<file path="src/rtl/ctx_bank_alloc.sv">
module ctx_bank_alloc #(
  parameter int NUM_BANKS = 16,
  parameter int REGS      = 8,
  parameter int DATA_W    = 8
) (
  input  logic                          clk,
  input  logic                          rst_n,
  input  logic                          call_req,
  input  logic                          ret_req,
  input  logic                          irq_enter,
  input  logic                          irq_return,
  input  logic                          rf_we,
  input  logic [$clog2(REGS)-1:0]       rf_waddr,
  input  logic [DATA_W-1:0]             rf_wdata,
  input  logic [$clog2(REGS)-1:0]       rf_raddr,
  output logic [DATA_W-1:0]             rf_rdata,
  output logic [DATA_W-1:0]             pc_value,
  output logic [$clog2(NUM_BANKS)-1:0]  bank_base,
  output logic                          in_irq,
  output logic                          trap
);
  localparam int BANK_W = $clog2(NUM_BANKS);
  localparam int REG_W  = $clog2(REGS);
  localparam int WORDS  = NUM_BANKS * REGS;
  localparam logic [BANK_W-1:0] TOP     = BANK_W'(NUM_BANKS - 1);
  localparam logic [REG_W-1:0]  PC_SLOT = REG_W'(REGS - 1);

  logic [BANK_W-1:0] call_ptr, irq_ptr, irq_base;
  logic              trap_q;
  logic [DATA_W-1:0] rf_mem [WORDS];

  wire irq_act = (irq_ptr != TOP);
  wire at_isr  = irq_act && (call_ptr == irq_base);
  wire meet    = (BANK_W'(call_ptr + 1'b1) == irq_ptr);

  wire do_call = call_req && !meet;
  wire do_ret  = ret_req && (call_ptr != '0) && !at_isr;
  wire do_irq  = irq_enter && !irq_act && !meet;
  wire do_iret = irq_return && irq_act;
  wire refuse  = (call_req || (irq_enter && !irq_act)) && meet;

  always_ff @(posedge clk or negedge rst_n) begin
    if (!rst_n) begin
      call_ptr <= '0;
      irq_ptr  <= TOP;
      irq_base <= '0;
      trap_q   <= 1'b0;
    end else begin
      if (do_call)     call_ptr <= call_ptr + 1'b1;
      else if (do_ret) call_ptr <= call_ptr - 1'b1;
      if (do_irq) begin
        irq_ptr  <= irq_ptr - 1'b1;
        irq_base <= call_ptr;
      end else if (do_iret) begin
        irq_ptr  <= TOP;
      end
      if (refuse) trap_q <= 1'b1;
    end
  end

  assign bank_base = at_isr ? BANK_W'(irq_ptr + 1'b1) : call_ptr;
  assign in_irq    = irq_act;
  assign trap      = trap_q;

  always_ff @(posedge clk) begin
    if (rf_we) rf_mem[{bank_base, rf_waddr}] <= rf_wdata;
  end

  assign rf_rdata = rf_mem[{bank_base, rf_raddr}];
  assign pc_value = rf_mem[{bank_base, PC_SLOT}];


  one_req_chk: assert property (@(posedge clk) disable iff (!rst_n)
    $countones({call_req, ret_req, irq_enter, irq_return}) <= 1);


  ptr_apart_chk: assert property (@(posedge clk) disable iff (!rst_n)
    call_ptr != irq_ptr);


  collide_trap_chk: assert property (@(posedge clk) disable iff (!rst_n)
    (call_req && meet) |=> (trap && $stable(call_ptr)));


  trap_hold_chk: assert property (@(posedge clk) disable iff (!rst_n)
    trap |=> trap);


  call_step_chk: assert property (@(posedge clk) disable iff (!rst_n)
    (call_req && !meet) |=> (bank_base == BANK_W'($past(call_ptr) + 1'b1)));


  nest_block_chk: assert property (@(posedge clk) disable iff (!rst_n)
    (irq_enter && in_irq) |=> ($stable(bank_base) && in_irq));


  iret_restore_chk: assert property (@(posedge clk) disable iff (!rst_n)
    (irq_return && in_irq) |=> (!in_irq && bank_base == $past(call_ptr)));
endmodule

</file>
<file path="config.mk">
export PLATFORM = sky130hd
export DESIGN_NAME = ctx_bank_alloc
export DESIGN_NICKNAME = d
export VERILOG_FILES = /design/src/rtl/ctx_bank_alloc.sv
export SDC_FILE = /design/constraint.sdc
export NUM_CORES = 1
export LEC_CHECK = 0
export BUFFER_PORTS_ARGS = -buffer_cell sky130_fd_sc_hd__buf_2
export CAP_MARGIN = 0
export CORE_MARGIN = 2
export CORE_UTILIZATION = 25
export CTS_CLUSTER_SIZE = 16
export DETAILED_ROUTE_END_ITERATION = 8
export PLACE_DENSITY_LB_ADDON = 0.05
export REMOVE_ABC_BUFFERS = 1
export SYNTH_ARGS = -nofsm -noshare
export SYNTH_HDL_FRONTEND = slang
export SYNTH_SLANG_ARGS = --single-unit
</file>
<file path="constraint.sdc">
create_clock -name clk -period 2.8 [get_ports clk]
set_input_delay 0.14 -clock clk [delete_from_list [all_inputs] [get_ports clk]]
set_output_delay 0.14 -clock clk [all_outputs]
set_load 0.01 [all_outputs]
</file>
==> flow_summary.toml <==
[timing]
totalNegativeSetupSlack_ns = -242.93
final_max_slew_viol_count = 0
timing.final.hold_violations = 0
max_slew_margin = 0.413
setup_ws_ns = -1.12
finClkSkew_ns = 0.0361
period_share = 1.40
rsz0062_at_grt = "true"
fin_crit_ns = 3.92
finalSetupViolCount = 1042
worst_pin_slew_ns = 0.881
clock.fmax_mhz = 255

[worst_hold_path]
holdPathStages = 1
hp-class = "input port to register"
holdPathEnd = "rf_mem[113][1]$_DFFE_PP_"
holdCritStartpoint = "rf_wdata[1]"

[power_and_ir_drop]
p_leak_uw = 0.0177
p_total_uw = 50400
ir_drop_v = 0.000632
p_per_area_nw_per_um2 = 915

[placed_design]
place_congestion = 0.782
numPortBuffers = 42
place_hpwl_um = 103000
placed_cells = 4634
postPlaceCellArea_um2 = 48000

[synthesis]
yosysTopAreaCell = "edfxtp_1"
synth_top_family_by_area = "multiplexers"
synth-adder-area-share = 0.00120
synth-xor-area-share = 0.00294
synth.top_cell.area_share = 0.737
synth.area.mux_share = 0.158
ys_seq_area_frac = 0.745
syn_area_um2 = 41700
synth_edf_count = 1024
async_reset_ff_frac = 0.0125
synth-simple-area-share = 0.0304
synth_cells = 2091
synth_cell_types = 53
ys_ff_latch = 1037
avgSynthCellArea_um2 = 20.0
synthTopCellsByArea = "edfxtp_1, mux4_2, nor2_1"
yosysWarnings = 0
synth-compound-area-share = 0.0451
synthFlopType = "edfxtp_1"

[floorplanning]
io_pins = 43
rows = 149
die_area_um2 = 170000
initial_core_util = 0.252
die_h_um = 413
placeableCoreArea_um2 = 165000
die_w_um = 413

[worst_setup_path]
crit_fanout = 8
arrival_ns = 3.78
crit-reg2reg-launch = "irq_ptr[1]$_DFFE_PN1P_"
cp-start-kind = "register"
rr_worst_depth = 18
r2r_slack_ns = -0.47
end_kind = "output port"
worstReg2RegEnd = "rf_mem[13][4]$_DFFE_PP_"
cp.required_ns = 2.66
crit_type = "register to output port"

[final_layout]
final_util = 0.333
drive_gt1_frac = 0.451
multiInputGateArea_um2 = 11400
nNetsFinal = 2674
n_fill_cell = 15700
finalNonFillerCells = 4935
design_area_um2 = 55100
area_growth_pct = 32.0
regArea_um2 = 31100

[global_routing]
grt_overflow = 0
track_usage = 0.178
grt_pass1_vias = 24500
grt_max_degree = 68
grt_pass1_wl_um = 208000
antenna_found_initial = 8

[drt]
routed_wl_um = 152000
final_antenna_net_count = 0
drt-pass1-iter-count = 5
post_drt_wl_per_cell_um = 30.8
vias = 23500
post-route-drc-count = 0
drt_iter0_markers = 2115
via_per_inst = 4.77

[run_status]
violations = "setup timing"
outcome = "finished, violations left"

[clocking]
clk_latency_ns = 0.72
ctsRootBufferMaster = "clkbuf_16"
cts_buffers = 118
ctsHtreeMaxLevel = 3
cts_tree = "built"
clock-sinks = 1037
clkTransAtPathRegs_ns = 0.06
cts_buffer_depth = 3

[run]
cap_violations = 0
[kinds of logic (layout without fill, tap and decap cells)]
logic type,count (synthesis),after routing
XOR/XNOR,14,14
other,0,1
adder cells (fa/ha/maj),4,4
multiplexers,297,297
AND/OR/NAND/NOR,308,308
buffers and inverters,152,806
AO/OA/AOI/OAI,279,279
flip-flops,1037,1037
[cell type report]
type,count,area share
diodes,1,0.0000454
clock buffers,151,0.0576
clock inverters,65,0.0117
inverters,11,0.000954
multi-input cells,902,0.207
flip-flops and latches,1037,0.564
well taps,2189,0.0497
repair buffers,579,0.109
[critical path: stages (launching register included)]
cell	delay [ns]
dfstp_2	0.57
inv_2	0.05
ha_4	0.26
and2_4	0.17
and2_4	0.21
nor2_8	0.06
inv_6	0.09
buf_12	0.17
buf_16	0.16
buf_6	0.16
nand2_1	0.06
a32o_1	0.27
a22o_1	0.24
a221oi_2	0.25
buf_4	0.20
buf_6	0.10
[cell usage after synthesis, types with 2 or more instances]
cell type and number:
inv_4 2, a31oi_1 65, clkbuf_1 61, a211oi_1 3, buf_4 14, a2111oi_0 2, dfrtp_1 9, nand4_1 3
clkbuf_2 3, inv_1 8, a21boi_0 28, o2111ai_1 2, a22oi_1 16, nor2_1 137, nor3_1 8, and3_1 7
dfstp_2 4, edfxtp_1 1024, buf_6 7, a221oi_2 2, o22ai_1 14, a32o_1 2, and2_1 2, ha_1 4
a32oi_1 29, nand3_1 25, mux4_2 288, nand2_1 117, a22o_1 16, xor2_1 3, mux2i_1 4, o211ai_1 2
a221oi_1 7, mux2_2 4, o21ai_1 3, buf_1 2, o21ai_0 44, nor2b_1 4, buf_2 54, a21o_1 2
a21oi_1 38, xnor2_1 11
[stage by stage]
step	setup WS [ns]	hold WS (ns)
floorplan	-2.18	-0.156
global placement	-1.18	0.0530
detailed placement	-1.15	0.0516
CTS	-1.17	0.00812
global route	-1.26	0.0346
finish	-1.12	0.0287
[how the worst max path moves through the flow]
stage	end	slack, ns	start	depth (start not counted)
after floorplan	rf_rdata[0]	-2.18	call_ptr[0]$_DFFE_PN0P_	8
after global placement	rf_rdata[1]	-1.18	irq_ptr[0]$_DFFE_PN1P_	13
after detailed placement	rf_rdata[1]	-1.15	irq_ptr[0]$_DFFE_PN1P_	14
after CTS	rf_rdata[6]	-1.17	irq_ptr[1]$_DFFE_PN1P_	16
after global routing	rf_rdata[6]	-1.26	call_ptr[0]$_DFFE_PN0P_	15
final	rf_rdata[6]	-1.12	irq_ptr[1]$_DFFE_PN1P_	15
[state kept, by name, indices dropped and copies added, names as in the netlist]
register,count
rf_mem,1024
call_ptr,4
irq_ptr,4
irq_base,4
trap,1
[placed cells by master (no fill, tap or decap), drive strengths merged, types with 16 or more instances in the layout]
cell type / instances
o21ai: 48
clkbuf: 154
nor2: 138
a32oi: 29
edfxtp: 1024
mux4: 288
nand3: 25
a31oi: 65
a22o: 16
clkinv: 47
a22oi: 16
buf: 561
nand2: 117
a21oi: 40
a21boi: 28
[power by group]
part	leakage [uW]	internal (uW)	total (uW)	switching [uW]
Combinational	0.00647	7990	17400	9450
Sequential	0.00935	17400	17600	141
Clock	0.00186	9040	15400	6360
[layer usage]
metal | routed length (um) | part of all wire | GRT usage
met3 | 6420 | 0.042 | 0.0241
met4 | 2610 | 0.017 | 0.0380
met1 | 70900 | 0.47 | 0.255
met2 | 71900 | 0.47 | 0.286
met5 | 0 | 0 | 0
[what timing repair did]
| action | in CTS | in global routing |
|---|---|---|
| gates cloned | 8 | 3 |
| hold buffers | 13 | 0 |
| resized for setup | 262 | 214 |
| setup buffers | 40 | 34 |
| endpoints found under the hold margin | 150 | 0 |
| endpoints found under the setup margin | 1044 | 1044 |
| pin swaps | 70 | 70 |
No activity file was read; power rests on OpenSTA's default activity.
